===== src/rtl/irq_arb_pkg.sv =====
package irq_arb_pkg;
  localparam int SYS_N    = 3;
  localparam int EXC_W    = 8;
  localparam int IRQ_BASE = 16;

  function automatic logic [EXC_W-1:0] idx2num(input logic [EXC_W-1:0] idx);
    if (idx < EXC_W'(SYS_N)) return idx + 8'd1;
    return idx + EXC_W'(IRQ_BASE - SYS_N);
  endfunction
endpackage


===== src/rtl/irq_exc_state.sv =====
module irq_exc_state #(
  parameter int NUM_IRQ = 8,
  parameter int PRIO_W  = 4,
  parameter int NUM_EXC = 11,
  parameter int XW      = 4,
  parameter int IW      = 3
) (
  input  logic                       clk,
  input  logic                       rst,
  input  logic [NUM_EXC-1:0]         set_pend,
  input  logic                       accept,
  input  logic [XW-1:0]              acc_idx,
  input  logic                       done_hit,
  input  logic [XW-1:0]              done_idx,
  input  logic                       prio_we,
  input  logic [IW-1:0]              prio_widx,
  input  logic [PRIO_W-1:0]          prio_wdata,
  input  logic                       grp_we,
  input  logic [2:0]                 grp_wdata,
  output logic [NUM_EXC-1:0]         pend_q,
  output logic [NUM_EXC-1:0]         act_q,
  output logic [NUM_IRQ*PRIO_W-1:0]  prio_flat,
  output logic [2:0]                 grp_q
);
  logic [PRIO_W-1:0]  prio_q [NUM_IRQ];
  logic [NUM_EXC-1:0] pend_n, act_n;

  always_comb begin
    pend_n = pend_q;
    act_n  = act_q;
    if (done_hit) act_n[done_idx] = 1'b0;
    if (accept) begin
      pend_n[acc_idx] = 1'b0;
      act_n[acc_idx]  = 1'b1;
    end
    pend_n = pend_n | set_pend;
  end

  always_ff @(posedge clk) begin
    if (rst) begin
      pend_q <= '0;
      act_q  <= '0;
      grp_q  <= '0;
    end else begin
      pend_q <= pend_n;
      act_q  <= act_n;
      if (grp_we) grp_q <= grp_wdata;
    end
  end

  for (genvar g = 0; g < NUM_IRQ; g++) begin : g_prio
    always_ff @(posedge clk) begin
      if (rst) prio_q[g] <= '0;
      else if (prio_we && prio_widx == IW'(g)) prio_q[g] <= prio_wdata;
    end
    assign prio_flat[g*PRIO_W +: PRIO_W] = prio_q[g];
  end

  // an accepted source must have been pending
  assert_accept_pending_R9: assert property (@(posedge clk) disable iff (rst)
    accept |-> pend_q[acc_idx]);
endmodule


===== src/rtl/irq_prio_sel.sv =====
module irq_prio_sel #(
  parameter int NUM_IRQ = 8,
  parameter int PRIO_W  = 4,
  parameter int NUM_EXC = 11,
  parameter int XW      = 4,
  parameter int LVL_W   = 5
) (
  input  logic [NUM_EXC-1:0]        pend,
  input  logic [NUM_IRQ*PRIO_W-1:0] prio_flat,
  input  logic [2:0]                grp,
  output logic                      any,
  output logic [XW-1:0]             win_idx,
  output logic [LVL_W-1:0]          win_lvl
);
  import irq_arb_pkg::*;
  localparam int KEY_W = PRIO_W + 1;

  logic [PRIO_W-1:0] gmask;
  logic [KEY_W-1:0]  key [NUM_EXC];
  logic [LVL_W-1:0]  lvl [NUM_EXC];
  logic [KEY_W-1:0]  best;

  always_comb begin
    gmask = '1;
    for (int b = 0; b < PRIO_W; b++)
      if (b < int'(grp)) gmask[b] = 1'b0;
  end

  for (genvar g = 0; g < NUM_EXC; g++) begin : g_key
    if (g < SYS_N) begin : g_fix
      assign key[g] = {1'b0, PRIO_W'(g)};
      assign lvl[g] = {1'b0, PRIO_W'(g)};
    end else begin : g_cfg
      logic [PRIO_W-1:0] p;
      assign p      = prio_flat[(g-SYS_N)*PRIO_W +: PRIO_W];
      assign key[g] = {1'b1, p};
      assign lvl[g] = {1'b1, p & gmask};
    end
  end

  always_comb begin
    any     = 1'b0;
    win_idx = '0;
    best    = '1;
    for (int i = 0; i < NUM_EXC; i++) begin
      if (pend[i] && (!any || key[i] < best)) begin
        any     = 1'b1;
        best    = key[i];
        win_idx = XW'(i);
      end
    end
  end

  assign win_lvl = lvl[win_idx];
endmodule


===== src/rtl/irq_lvl_stack.sv =====
module irq_lvl_stack #(
  parameter int LVL_W = 5,
  parameter int DEPTH = 19
) (
  input  logic             clk,
  input  logic             rst,
  input  logic             push,
  input  logic [LVL_W-1:0] push_lvl,
  input  logic             pop,
  output logic [LVL_W-1:0] top_lvl,
  output logic             empty
);
  localparam int SPW = $clog2(DEPTH + 1);

  logic [LVL_W-1:0] mem [DEPTH];
  logic [SPW-1:0]   sp;

  assign empty   = (sp == '0);
  assign top_lvl = empty ? '1 : mem[sp - SPW'(1)];

  always_ff @(posedge clk) begin
    if (push) mem[sp] <= push_lvl;
  end

  always_ff @(posedge clk) begin
    if (rst) sp <= '0;
    else if (push && !pop) sp <= sp + SPW'(1);
    else if (pop && !push && !empty) sp <= sp - SPW'(1);
  end

  assert_no_overflow_R10: assert property (@(posedge clk) disable iff (rst)
    push |-> (sp < SPW'(DEPTH)));
  assert_no_underflow_R8: assert property (@(posedge clk) disable iff (rst)
    pop |-> !empty);
  assert_strict_push_R6: assert property (@(posedge clk) disable iff (rst)
    (push && !empty) |-> (push_lvl < top_lvl));
endmodule


===== src/rtl/irq_prio_arb.sv =====
module irq_prio_arb #(
  parameter int NUM_IRQ = 8,
  parameter int PRIO_W  = 4,
  parameter int IW      = (NUM_IRQ > 1) ? $clog2(NUM_IRQ) : 1
) (
  input  logic                   clk,
  input  logic                   rst,
  input  logic [NUM_IRQ-1:0]     irq_pulse,
  input  logic [2:0]             sys_pulse,
  input  logic                   prio_we,
  input  logic [IW-1:0]          prio_widx,
  input  logic [PRIO_W-1:0]      prio_wdata,
  input  logic                   grp_we,
  input  logic [2:0]             grp_wdata,
  input  logic                   done_valid,
  input  logic [7:0]             done_exc,
  output logic                   sel_valid,
  output logic [7:0]             sel_exc,
  output logic                   preempt_req,
  output logic [NUM_IRQ+2:0]     pend_status,
  output logic [NUM_IRQ+2:0]     act_status
);
  import irq_arb_pkg::*;
  localparam int NUM_EXC = SYS_N + NUM_IRQ;
  localparam int XW      = $clog2(NUM_EXC);
  localparam int LVL_W   = PRIO_W + 1;
  localparam int DEPTH   = SYS_N + (1 << PRIO_W);

  logic [NUM_EXC-1:0]        pend_q, act_q;
  logic [NUM_IRQ*PRIO_W-1:0] prio_flat;
  logic [2:0]                grp_q;
  logic                      any;
  logic [XW-1:0]             win_idx;
  logic [LVL_W-1:0]          win_lvl, top_lvl;
  logic                      stk_empty, accept;
  logic                      done_hit;
  logic [XW-1:0]             done_idx;
  logic [XW-1:0]             sel_idx_q;

  always_comb begin
    done_hit = 1'b0;
    done_idx = '0;
    if (done_exc >= 8'd1 && done_exc <= 8'(SYS_N)) begin
      done_hit = done_valid;
      done_idx = XW'(done_exc - 8'd1);
    end else if (done_exc >= 8'(IRQ_BASE) && done_exc < 8'(IRQ_BASE + NUM_IRQ)) begin
      done_hit = done_valid;
      done_idx = XW'(done_exc - 8'(IRQ_BASE - SYS_N));
    end
  end

  assign accept = any && !done_valid && (stk_empty || win_lvl < top_lvl);

  irq_exc_state #(.NUM_IRQ(NUM_IRQ), .PRIO_W(PRIO_W), .NUM_EXC(NUM_EXC),
                  .XW(XW), .IW(IW)) u_state (
    .clk(clk), .rst(rst),
    .set_pend({irq_pulse, sys_pulse}),
    .accept(accept), .acc_idx(win_idx),
    .done_hit(done_hit), .done_idx(done_idx),
    .prio_we(prio_we), .prio_widx(prio_widx), .prio_wdata(prio_wdata),
    .grp_we(grp_we), .grp_wdata(grp_wdata),
    .pend_q(pend_q), .act_q(act_q), .prio_flat(prio_flat), .grp_q(grp_q)
  );

  irq_prio_sel #(.NUM_IRQ(NUM_IRQ), .PRIO_W(PRIO_W), .NUM_EXC(NUM_EXC),
                 .XW(XW), .LVL_W(LVL_W)) u_sel (
    .pend(pend_q), .prio_flat(prio_flat), .grp(grp_q),
    .any(any), .win_idx(win_idx), .win_lvl(win_lvl)
  );

  irq_lvl_stack #(.LVL_W(LVL_W), .DEPTH(DEPTH)) u_stack (
    .clk(clk), .rst(rst),
    .push(accept), .push_lvl(win_lvl), .pop(done_valid),
    .top_lvl(top_lvl), .empty(stk_empty)
  );

  always_ff @(posedge clk) begin
    if (rst) begin
      sel_valid   <= 1'b0;
      sel_exc     <= '0;
      sel_idx_q   <= '0;
      preempt_req <= 1'b0;
    end else begin
      sel_valid   <= any;
      sel_exc     <= any ? idx2num(8'(win_idx)) : 8'd0;
      sel_idx_q   <= win_idx;
      preempt_req <= accept;
    end
  end

  assign pend_status = pend_q;
  assign act_status  = act_q;

  assert_accept_active_R7: assert property (@(posedge clk) disable iff (rst)
    preempt_req |-> act_q[sel_idx_q]);
  assert_done_blocks_R8: assert property (@(posedge clk) disable iff (rst)
    done_valid |=> !preempt_req);
  assert_sys_first_R3: assert property (@(posedge clk) disable iff (rst)
    (|pend_q[SYS_N-1:0]) |=> (sel_valid && sel_idx_q < XW'(SYS_N)));
  assert_pend_seen_R2: assert property (@(posedge clk) disable iff (rst)
    (|pend_q) |=> sel_valid);
endmodule


===== config.mk =====
export PLATFORM = sky130hd
export DESIGN_NAME = irq_prio_arb
export DESIGN_NICKNAME = d
export VERILOG_FILES = /design/src/rtl/irq_arb_pkg.sv /design/src/rtl/irq_exc_state.sv /design/src/rtl/irq_prio_sel.sv /design/src/rtl/irq_lvl_stack.sv /design/src/rtl/irq_prio_arb.sv
export SDC_FILE = /design/constraint.sdc
export NUM_CORES = 1
export LEC_CHECK = 0
export ABC_AREA = 0
export BUFFER_PORTS_ARGS = -buffer_cell sky130_fd_sc_hd__buf_2
export CAP_MARGIN = 20
export CORE_ASPECT_RATIO = 1.5
export CORE_MARGIN = 2
export CORE_UTILIZATION = 25
export CTS_BUF_LIST = sky130_fd_sc_hd__clkbuf_2 sky130_fd_sc_hd__clkbuf_4 sky130_fd_sc_hd__clkbuf_8
export DETAILED_ROUTE_END_ITERATION = 10
export SETUP_SLACK_MARGIN = 0.15
export SLEW_MARGIN = 10
export SYNTH_ARGS = -nofsm -noshare
export SYNTH_HDL_FRONTEND = slang
export SYNTH_SLANG_ARGS = --single-unit

===== constraint.sdc =====
create_clock -name clk -period 44 [get_ports clk]
set_input_delay 4.4 -clock clk [delete_from_list [all_inputs] [get_ports clk]]
set_output_delay 4.4 -clock clk [all_outputs]
set_load 0.01 [all_outputs]

==> results.yml <==
yosys:
  yosysUniqueCellTypes: 91
  postSynthAreaPerCell_um2: 11.1
  synth_top_area_cell: "edfxtp_1"
  netlist.area_leader.share: 0.418
  ys_seq_elements: 164
  yosysSeqAreaShare: 0.500
  synthesis.area_mm2: 0.00912
  synthFlopType: "edfxtp_1"
  async_reset_ff_frac: 0
  synth_top_cells_by_area: "edfxtp_1 42%, dfxtp_1 8.1%, mux4_2 6.2%"
  synth_cells: 818
  synth_edf_count: 127
  yosys_warnings: 0
power_and_ir_drop:
  power_mw: 0.572
  leakagePower_nw: 3.74
  vdd_ir_drop_max_mv: 0.0231
  power.density_mw_per_mm2: 55.2
placement:
  place.gp.congestion: 0.939
  preCtsSetupSlack_ps: 25020
  dp_cells: 1336
  portBuffers: 62
  place_hpwl_um: 20800
routing:
  wl_met3_um: 1180
  wl_met2_um: 14800
  via_per_inst: 5.00
  drt-total-wl_um: 26500
  wl_met1_um: 9410
  highest_layer: "met4"
  vias: 6843
  drc_errors: 0
  drt_iter0_drc: 312
  dr.pass1.iters: 5
  wl_per_cell_um: 19.4
  detail-route-antenna-nets: 0
worst_setup_path:
  endpoint: "u_stack.mem[11][2]$_DFFE_PP_"
  cp.required_ps: 44170
  max_stage_delay_ps: 740
  critPathCaptureType: "flop"
  slowest_stage: "a2111oi_0"
  arrival_ps: 19390
  path_max_fanout: 20
  start_kind: "flop"
  path_class: "reg -> reg"
  crit_start: "u_state.pend_q[1]$_SDFF_PP0_"
  timing.rr.end: "u_stack.mem[11][2]$_DFFE_PP_"
  r2r_start: "u_state.pend_q[1]$_SDFF_PP0_"
  ff2ff_setup_slack_ps: 24780
  reg2reg_depth: 72
floorplan:
  io_pins: 66
  start_util: 0.254
  rows: 85
  core_mm2: 0.0359
  die_area_mm2: 0.0380
  die_width_um: 160
  die_y_um: 238
clocking:
  cts.htree.levels: 4
  clock-sinks: 164
  cts_inserted_buffers: 17
  clk_latency_ps: 500
  post_cts_buffers: 0
  cts_hold_buf: 0
  cts_resized: 0
  root_buffer: "clkbuf_8"
  cts_tree: "built"
  ctsLongestPathBuffers: 2
  cts.reportedPaths.clkPinSlew_ps: 100
layout:
  layout-drive-gt1-share: 0.184
  final_cell_mix: "127 x edfxtp_1, 62 x buf_2, 61 x nor2_1, 51 x o21ai_0, 49 x nand2_1"
  area_growth_pct: 13.7
  nets: 943
  fin_cells: 1369
  final_common_cell: "edfxtp_1"
  fillers: 3807
sta:
  max-slew-margin-rel: 0.391
  timing.final.ws_setup_ps: 24780
  slew_viol_final: 0
  tightest_slew_ps: 906
  finalCriticalPeriod_ps: 19220
  fin_setup_tns_ps: 0
  finalCritPeriodShare: 0.437
  rsz0062_at_grt: "false"
  timing.fmax_ghz: 0.0520
  hold_ws_ps: 484
  finClkSkew_ps: 12.3
  setup_viol: 0
  hold_viol_final: 0
global_routing:
  grt_max_degree: 34
  overflow: 0
  grt_util_all_layers: 0.141
  antenna_found_initial: 1
  grt_pass1_wl_um: 40100
  grt_pass1_vias: 6922
hold_path:
  hp-class: "reg -> reg"
run:
  maxCapViolCount: 0
status:
  outcome: "complete, no violations"
[cells in the mapped netlist, types with 13 or more instances]
cell / instances
o21ai_0: 51
ha_1: 32
nor2_1: 61
mux4_2: 25
a31oi_1: 14
dfxtp_1: 37
nor3_1: 20
a211oi_1: 17
inv_1: 42
nand3_1: 26
nand2_1: 49
and3_1: 21
edfxtp_1: 127
clkbuf_1: 19
a21oi_1: 44
mux2i_1: 15
o21a_1: 13
and2_1: 44
[worst max-delay path, delay by kind of cell (launching register included)]
family          cells  cell delay (ps)
simple gates       18             4650
fa+ha+maj           8             2380
flops               1              450
mux                 2              570
buf+inv             6              770
compound gates     38            10040
[worst min-delay path by stage]
stage | from | end | cells after the start
floorplan | u_state.grp_q[0]$_SDFFE_PP0P_ | u_state.grp_q[0]$_SDFFE_PP0P_ | 2
global placement | u_state.act_q[0]$_SDFF_PP0_ | u_state.act_q[0]$_SDFF_PP0_ | 2
detailed placement | u_state.act_q[0]$_SDFF_PP0_ | u_state.act_q[0]$_SDFF_PP0_ | 2
CTS | u_state.act_q[0]$_SDFF_PP0_ | u_state.act_q[0]$_SDFF_PP0_ | 2
global route | u_state.act_q[9]$_SDFF_PP0_ | u_state.act_q[9]$_SDFF_PP0_ | 2
finish | u_state.act_q[0]$_SDFF_PP0_ | u_state.act_q[0]$_SDFF_PP0_ | 2
[sequential cells by signal, indices dropped and copies added (netlist names)]
| name | count |
|---|---|
| preempt_req | 1 |
| u_state.prio_q | 32 |
| u_stack.mem | 95 |
| u_state.grp_q | 3 |
| u_state.act_q | 11 |
| sel_exc | 5 |
| u_stack.sp | 5 |
| sel_valid | 1 |
| u_state.pend_q | 11 |
[area by class of cell]
cell class,instances,area [um^2],share of cell area
antenna,1,2.50,0.000241
clock buffer,17,234,0.0226
clock inverter,15,171,0.0165
inverter,43,161,0.0156
multi-input combinational,580,4260,0.411
sequential,164,4560,0.440
tap,478,598,0.0577
timing repair buffer,71,378,0.0365
[per-layer routing]
metal / up-vias / track usage
met5: - / 0
met4: 0 / 0.0784
met3: 66 / 0.0297
met2: 214 / 0.274
met1: 3332 / 0.137
li1: 3231 / -
[logic make-up (layout without fill, tap and decap cells)]
kind of cell / Yosys count / after routing / share of synthesized area
fa+ha+maj: 32 / 32 / 0.0439
flops: 164 / 164 / 0.500
mux: 44 / 44 / 0.0832
xor+xnor: 4 / 4 / 0.00384
buf+inv: 76 / 146 / 0.0353
other cells: 1 / 4 / 0.000411
simple gates: 275 / 275 / 0.157
compound gates: 222 / 222 / 0.176
[power breakdown]
group	switching (mW)	internal, mW
Sequential	0.0131	0.200
Clock	0.0626	0.0518
Combinational	0.153	0.0921
[through the flow]
step | utilization | instance area [um^2]
floorplan | - | 9130
global placement | 0.277 | 9960
detailed placement | 0.277 | 9960
CTS | 0.288 | 10400
global route | 0.288 | 10400
finish | 0.288 | 10400
No activity file was read; power rests on OpenSTA's default activity.
